--- src/rtl/acc_datapath.sv ---
module acc_datapath #(
  parameter int W       = 16,
  parameter int OPC_W   = 5,
  parameter int PC_STEP = 2
) (
  input  logic             clk,
  input  logic             rst_n,
  input  logic [2:0]       alu_op,
  input  logic             di_le,
  input  logic             ac_le,
  input  logic             pc_le,
  input  logic             pc_from_bus,
  input  logic             ao_le,
  input  logic             ao_from_bus,
  input  logic             dbus_sel,
  input  logic [1:0]       mem_op,
  input  logic [W-1:0]     rd_data,
  output logic [W-1:0]     addr_bus,
  output logic [W-1:0]     wr_data,
  output logic             wr_en,
  output logic [1:0]       mem_cmd,
  output logic [OPC_W-1:0] opcode,
  output logic             ac_sign
);
  localparam int OPC_HI = W - 2;
  localparam int OPC_LO = OPC_HI - OPC_W + 1;
  localparam logic [W-1:0] STEP = W'(PC_STEP);

  logic [W-1:0] ac_q, pc_q, ao_q, di_q;
  logic [W-1:0] abus, alu_y, pc_nxt, ao_nxt;

  assign abus   = di_q;
  assign pc_nxt = (pc_from_bus ? abus : pc_q) + STEP;
  assign ao_nxt = ao_from_bus ? abus : pc_q;

  always_comb begin
    case (alu_op)
      3'b000:  alu_y = abus;
      3'b001:  alu_y = ~ac_q;
      3'b010:  alu_y = abus & ac_q;
      3'b011:  alu_y = abus + ac_q;
      3'b100:  alu_y = {1'b0, ac_q[W-1:1]};
      default: alu_y = '0;
    endcase
  end

  always_ff @(posedge clk or negedge rst_n) begin
    if (!rst_n) begin
      ac_q <= '0;
      pc_q <= '0;
      ao_q <= '0;
      di_q <= '0;
    end else begin
      if (ac_le) ac_q <= alu_y;
      if (pc_le) pc_q <= pc_nxt;
      if (ao_le) ao_q <= ao_nxt;
      if (di_le) di_q <= rd_data;
    end
  end

  assign addr_bus = ao_q;
  assign wr_data  = ac_q;
  assign wr_en    = dbus_sel;
  assign mem_cmd  = mem_op;
  assign opcode   = di_q[OPC_HI:OPC_LO];
  assign ac_sign  = ac_q[W-1];
endmodule


--- config.mk ---
export PLATFORM = sky130hd
export DESIGN_NAME = acc_datapath
export DESIGN_NICKNAME = d
export VERILOG_FILES = /design/src/rtl/acc_datapath.sv
export SDC_FILE = /design/constraint.sdc
export NUM_CORES = 1
export LEC_CHECK = 0
export BUFFER_PORTS_ARGS = -buffer_cell sky130_fd_sc_hd__buf_4
export CAP_MARGIN = 10
export CORE_ASPECT_RATIO = 1.5
export CORE_UTILIZATION = 58
export DETAILED_ROUTE_END_ITERATION = 8
export PLACE_DENSITY = 0.77
export SYNTH_ARGS = -nofsm -noshare
export SYNTH_HDL_FRONTEND = slang
export SYNTH_SLANG_ARGS = --single-unit
--- constraint.sdc ---
create_clock -name clk -period 3.05 [get_ports clk]
set_input_delay 0.61 -clock clk [delete_from_list [all_inputs] [get_ports clk]]
set_output_delay 0.61 -clock clk [all_outputs]
set_load 0.01 [all_outputs]
==> run_results.csv, run 1 <==
group,metric,value,unit
run_status,outcome,"complete, no violations",
cts,clkSlewWorstSetupHoldPaths,60,ps
synth,synth_mux_area_frac,0.1560,
hold_path,hold_path.class,"input pin to async pin",
synth,syn_area,4619,um2
finish,drive_above_1_share,0.2202,
detailed_routing,ant_nets,0,
finish,design_area,5401,um2
die,die_area,8332,um2
die,die_w,74.87,um
global_routing,grt_usage,0.3171,
timing,fmax,0.3844,GHz
timing,tns,0,ps
synth,synth_xor_area_frac,0.03982,
die,core,7661,um2
synth,yosys_warnings,0,
detailed_routing,routed_wirelength,11840,um
synth,async_flop_share,1.000,
timing,drv_slew,0,
cts,cts_setup_buffers,0,
power_and_ir_drop,vdd_ir_drop_max,470.6,uV
detailed_routing,drt_pass1_iterations,8,
cts,clk_latency,340,ps
setup_path,cpMaxStageDelayCell,"dfrtp_1",
setup_path,worstReg2RegStart,"abus[0]",
timing,slew_headroom,0.4491,
global_routing,grt_pass1_vias,4169,
power_and_ir_drop,p_leak,2.441,nW
synth,synth_nets,554,
finish,fin_nets,598,
setup_path,worstSetupPathType,"flip-flop to flip-flop",
cts,cts-root-buf,"clkbuf_16",
detailed_routing,drc,0,
setup_path,setup.worst_path.start,"abus[0]",
setup_path,cp-end-kind,"flip-flop",
synth,synth_top_family_by_area,"compound AO/OA/AOI/OAI gates",
setup_path,cp_cell_sequence,"ha_1, inv_1, fa_1, nand2b_1, a21oi_1, o21ai_0, a311o_1, nor4b_1, a211oi_1",
placement,port_buffers,64,
die,chipHeight,111.3,um
timing,finalSetupViolCount,0,
global_routing,grt_pass1_wl,20080,um
placement,post_dp_cell_area,5080,um2
synth,synth_cells,506,
timing,period_share,0.8529,
synth,avgSynthCellArea,9.129,um2
synth,synthSimpleGateAreaFrac,0.1335,
setup_path,required,3260,ps
setup_path,cp-endpoint,"wr_data[12]",
setup_path,crit_arrival,2810,ps
die,row_count,39,
setup_path,r2r-end,"wr_data[12]",
global_routing,antenna_found_initial,0,
power_and_ir_drop,powerDensity,621.8,nW/um2
cts,post_cts_resize_count,0,
setup_path,start_kind,"flip-flop",
timing,rsz0062_at_grt,"false",
detailed_routing,wire_per_inst,18.05,um
finish,final_cell_mix,"72 x buf_4, 64 x dfrtp_1, 48 x nand2_1, 41 x a21oi_1, 38 x mux2i_1",
synth,ys_ff_latch,64,
cts,cts_buffer_depth,2,
synth,yosysUniqueCellTypes,60,
placement,place_inst,641,
setup_path,critPathMaxFanout,5,
global_routing,grt_overflow,0,
detailed_routing,drtIter0Drc,272,
finish,final_cells,656,
global_routing,grt_start_max_net_pins,65,
placement,dpl.hpwl,8292,um
cts,cts_sinks,64,
detailed_routing,vias,4038,
cts,hold_buffers,0,
synth,synth-compound-area-share,0.2050,
cts,cts_buffers,9,
timing,finalHoldViolations,0,
finish,n_antenna_cell,0,
timing,fin_worst_skew,5.899,ps
die,ios,71,
flow_run,drv_cap,0,
timing,layout_min_cycle_time,2601,ps
setup_path,rrSetupSlack,450,ps
synth,synth_edf_count,0,
timing,worst_pin_slew,826.4,ps
die,start_util,0.6030,
setup_path,slowest_delay,420,ps
finish,final_common_cell,"buf_4",
setup_path,r2r_cells,9,
cts,h-tree-depth,3,
placement,gp_congestion,0.9031,
cts,cts_tree,"yes",
detailed_routing,routed_via_density,6.155,
power_and_ir_drop,power.total,3.359,mW
synth,synthFlopType,"dfrtp_1",
synth,yosysSeqAreaShare,0.3467,
finish,area_growth,16.93,%
synth,synth_fa_ha_area_frac,0.05038,
==> synth_stat cells, drive strengths merged, types with 2 or more instances <==
library cell   n  share of area
mux4           3          0.015
o21a           4         0.0065
o31ai          4         0.0065
a31oi          3         0.0041
nor3           4         0.0043
a2111oi        3          0.014
mux2i         39          0.085
ha            17          0.046
mux2          23          0.056
a21oi         42          0.046
buf           18          0.028
xnor2          8          0.015
nor3b          4         0.0065
a211oi         3         0.0049
nand4          4         0.0068
a221oi         4         0.0076
o21ai         37          0.040
dfrtp         64           0.35
a21o           5         0.0081
nand2         48          0.039
a221o          3         0.0065
clkbuf        21          0.017
nor2          37          0.031
inv           29          0.024
xor2          13          0.025
nor2b          6         0.0081
o211ai         4         0.0065
a22oi          5         0.0092
a22o           3         0.0057
and2           3         0.0041
o221ai         3         0.0057
o32ai          3         0.0057
nand3         10          0.012
o2bb2ai        2         0.0038
o22ai          6         0.0081
nand2b         4         0.0054
nand3b         5         0.0081
==> per-layer routing <==
layer  GRT usage  vias up  share of wire
met4      0.1711        0          0.037
met1      0.3842     1943           0.40
met5           0        -              0
met2      0.5135      159           0.51
met3     0.06727       34          0.055
li1            -     1902              -
==> how the worst min path moves through the flow <==
stage	start	to	slack, ps	depth (start not counted)
finish	rst_n	wr_data[10]	370	1
global route	rst_n	wr_data[6]	450	1
CTS	rst_n	wr_data[4]	400	1
detailed placement	pc_q[0]	pc_q[0]	500	1
global placement	pc_q[0]	pc_q[0]	490	1
floorplan	rst_n	abus[0]	310	0
==> where the power goes <==
part	switching, mW	internal, mW
logic	0.560	0.504
registers	0.168	0.995
clock network	0.377	0.754
total	1.11	2.25
==> critical path: cells and delay by family, from the launching register on <==
| kind | cells | cell delay [ps] |
|---|---|---|
| adders and majority gates | 2 | 600 |
| AOI/OAI and AO/OA | 4 | 930 |
| and+or+nand+nor | 2 | 470 |
| DFF | 1 | 420 |
| buffers and inverters | 1 | 60 |
==> metrics by stage <==
step | utilization | hold WS [ps] | worst slack (ps)
4_1_cts | 0.7050 | 402.5 | 453.5
2_1_floorplan | - | 314.4 | 138.2
6_report | 0.7050 | 366.6 | 448.7
3_5_place_dp | 0.6631 | 499.5 | 341.0
3_3_place_gp | 0.6631 | 492.5 | 439.4
5_1_grt | 0.7050 | 451.5 | 240.5
==> flip-flops by register name, indices dropped and copies added, names as in the netlist <==
name / count
wr_data: 16
abus: 16
pc_q: 16
addr_bus: 16
==> cell type report <==
class,instances,area (um2)
multi-input combinational,374,2701
timing repair buffer,72,540.5
fill,617,2260
inverter,29,108.9
clock buffer,12,256.5
clock inverter,3,65.06
sequential,64,1602
tap,102,127.6
==> cells by family after synthesis <==
group                      after synthesis
AOI/OAI and AO/OA                      142
xor gates and xnor gates                21
adders and majority gates               18
buffers and inverters                   68
DFF                                     64
muxes                                   65
and+or+nand+nor                        128
Note: power is estimated with default switching activity, not from simulation.
==> run 2, diff against run 1 <==
- CORE_ASPECT_RATIO: 1.5 -> unset
- CORE_UTILIZATION: 58 -> 60
- PLACE_DENSITY: 0.77 -> 0.8
- clock period: 3.05 -> 3.3 ns (I/O delays scaled with it)
==> run 2 against run 1 <==
Effect of this change:
- worst setup slack improved by 240 ps
- clock power decreased by 45%
- core utilization rose by 0.79 points
- via count fell by 0.79%
- total power down 21%
- global-route usage shrank 1.4 points
- cell count is 0.91% lower
- register-to-register slack improved by 240 ps
- combinational power down 9.6%
- die area is 3.3% lower
==> run_results.csv, run 2 (same netlist as run 1, synthesis figures left out) <==
group,metric,value,unit
run_status,outcome,"complete, no violations",
global_routing,grt_start_max_net_pins,65,
detailed_routing,route.met3.wl,636,um
timing,tns,0,ps
die,row_count,31,
timing,layout_min_cycle_time,2609,ps
detailed_routing,wire_per_inst,17.67,um
detailed_routing,routed_via_density,6.163,
die,start_util,0.6301,
timing,finalSetupViolCount,0,
setup_path,cpMaxStageDelayCell,"dfrtp_1",
detailed_routing,ant_nets,0,
setup_path,r2r-end,"wr_data[12]",
setup_path,r2r_cells,9,
cts,cts_buffer_depth,2,
power_and_ir_drop,vdd_ir_drop_max,308.4,uV
finish,multiInputGateArea,2701,um2
finish,final_cell_mix,"69 x buf_4, 64 x dfrtp_1, 48 x nand2_1, 41 x a21oi_1, 38 x mux2i_1",
cts,clkSlewWorstSetupHoldPaths,70,ps
detailed_routing,drt_pass1_iterations,5,
setup_path,crit_arrival,2840,ps
die,die_area,8054,um2
timing,fmax,0.3833,GHz
cts,cts_sinks,64,
detailed_routing,drc,0,
hold_path,hold_path.class,"input pin to async pin",
setup_path,critPathMaxFanout,5,
cts,cts_tree,"yes",
detailed_routing,drtIter0Drc,284,
timing,finalHoldViolations,0,
power_and_ir_drop,powerDensity,509.2,nW/um2
timing,rsz0062_at_grt,"false",
cts,h-tree-depth,3,
cts,clk_latency,350,ps
die,die_w,89.75,um
timing,period_share,0.7906,
setup_path,slowest_delay,400,ps
setup_path,start_kind,"flip-flop",
timing,fin_worst_skew,9.252,ps
setup_path,setup.worst_path.start,"abus[0]",
die,core,7331,um2
detailed_routing,met2_length,5530,um
global_routing,grt_pass1_vias,4018,
cts,cts_setup_buffers,0,
finish,final_common_cell,"buf_4",
timing,slew_headroom,0.4473,
finish,n_antenna_cell,0,
cts,post_cts_resize_count,0,
finish,fin_nets,595,
finish,area_growth,13.14,%
setup_path,cp-end-kind,"flip-flop",
die,ios,71,
timing,drv_slew,0,
setup_path,worstReg2RegStart,"abus[0]",
detailed_routing,vias,4006,
setup_path,cp_cell_sequence,"ha_1, inv_1, fa_1, nand2b_1, a21oi_1, o21ai_0, a311o_1, nor4b_1, a211oi_1",
finish,drive_above_1_share,0.2160,
placement,gp_congestion,0.9300,
cts,cts_buffers,9,
timing,worst_pin_slew,829.0,ps
detailed_routing,m1WireLength,4944,um
cts,hold_buffers,0,
setup_path,rrSetupSlack,690,ps
global_routing,grt_pass1_wl,19310,um
global_routing,grt_usage,0.3028,
global_routing,grt_overflow,0,
placement,dpl.hpwl,8125,um
power_and_ir_drop,p_leak,2.356,nW
placement,place_ws,661.0,ps
global_routing,antenna_found_initial,0,
setup_path,worstSetupPathType,"flip-flop to flip-flop",
die,chipHeight,89.75,um
timing,fin_ws,690.9,ps
finish,fillers,565,
placement,port_buffers,64,
setup_path,required,3530,ps
finish,final-seq-area,1602,um2
cts,cts-root-buf,"clkbuf_8",
detailed_routing,highest_layer,"met4",
detailed_routing,routed_wirelength,11490,um
flow_run,drv_cap,0,
[run 2: final cells by class]
cell class,count,area share
Timing Repair Buffer,69,0.09911
Tap cell,99,0.02370
Multi-Input combinational cell,374,0.5169
Clock buffer,12,0.02969
Inverter,29,0.02083
Clock inverter,3,0.003352
Sequential cell,64,0.3064
[run 2: worst max-delay path by stage]
stage | end | slack (ps) | cells after the start
after floorplan | pc_q[13] | 340 | 12
after global placement | pc_q[13] | 770 | 10
after detailed placement | pc_q[13] | 660 | 10
after CTS | wr_data[12] | 740 | 9
after global routing | wr_data[12] | 460 | 9
final | wr_data[12] | 690 | 9
[run 2: power breakdown]
group / total, mW / internal (mW) / switching, mW / leakage (nW)
logic: 0.958 / 0.457 / 0.501 / 1.51
clock network: 0.621 / 0.307 / 0.314 / 0.0882
registers: 1.08 / 0.918 / 0.165 / 0.755
[run 2: stage by stage]
step / cell area (um2) / hold slack [ps] / util / total power, mW / std cells
2_1_floorplan: 4619 / 364.4 / - / 1.732 / 506
3_3_place_gp: 5054 / 492.8 / 0.6894 / 2.007 / 635
3_5_place_dp: 5054 / 504.0 / 0.6894 / 2.041 / 635
4_1_cts: 5226 / 430.7 / 0.7129 / 2.665 / 650
5_1_grt: 5226 / 481.5 / 0.7129 / 2.820 / 650
6_report: 5226 / 394.3 / 0.7129 / 2.661 / 650
[run 2: worst max-delay path, delay by kind of cell (launching register included)]
kind            cells  cell delay (ps)
compound gates      4              990
fa+ha+maj           2              570
buf+inv             1               60
flops               1              400
simple gates        2              470
[run 2: layer usage]
| layer | track usage | up-vias |
|---|---|---|
| met1 | 0.3964 | 1937 |
| met3 | 0.06091 | 34 |
| li1 | - | 1897 |
| met2 | 0.4795 | 138 |
| met5 | 0 | - |
| met4 | 0.1503 | 0 |
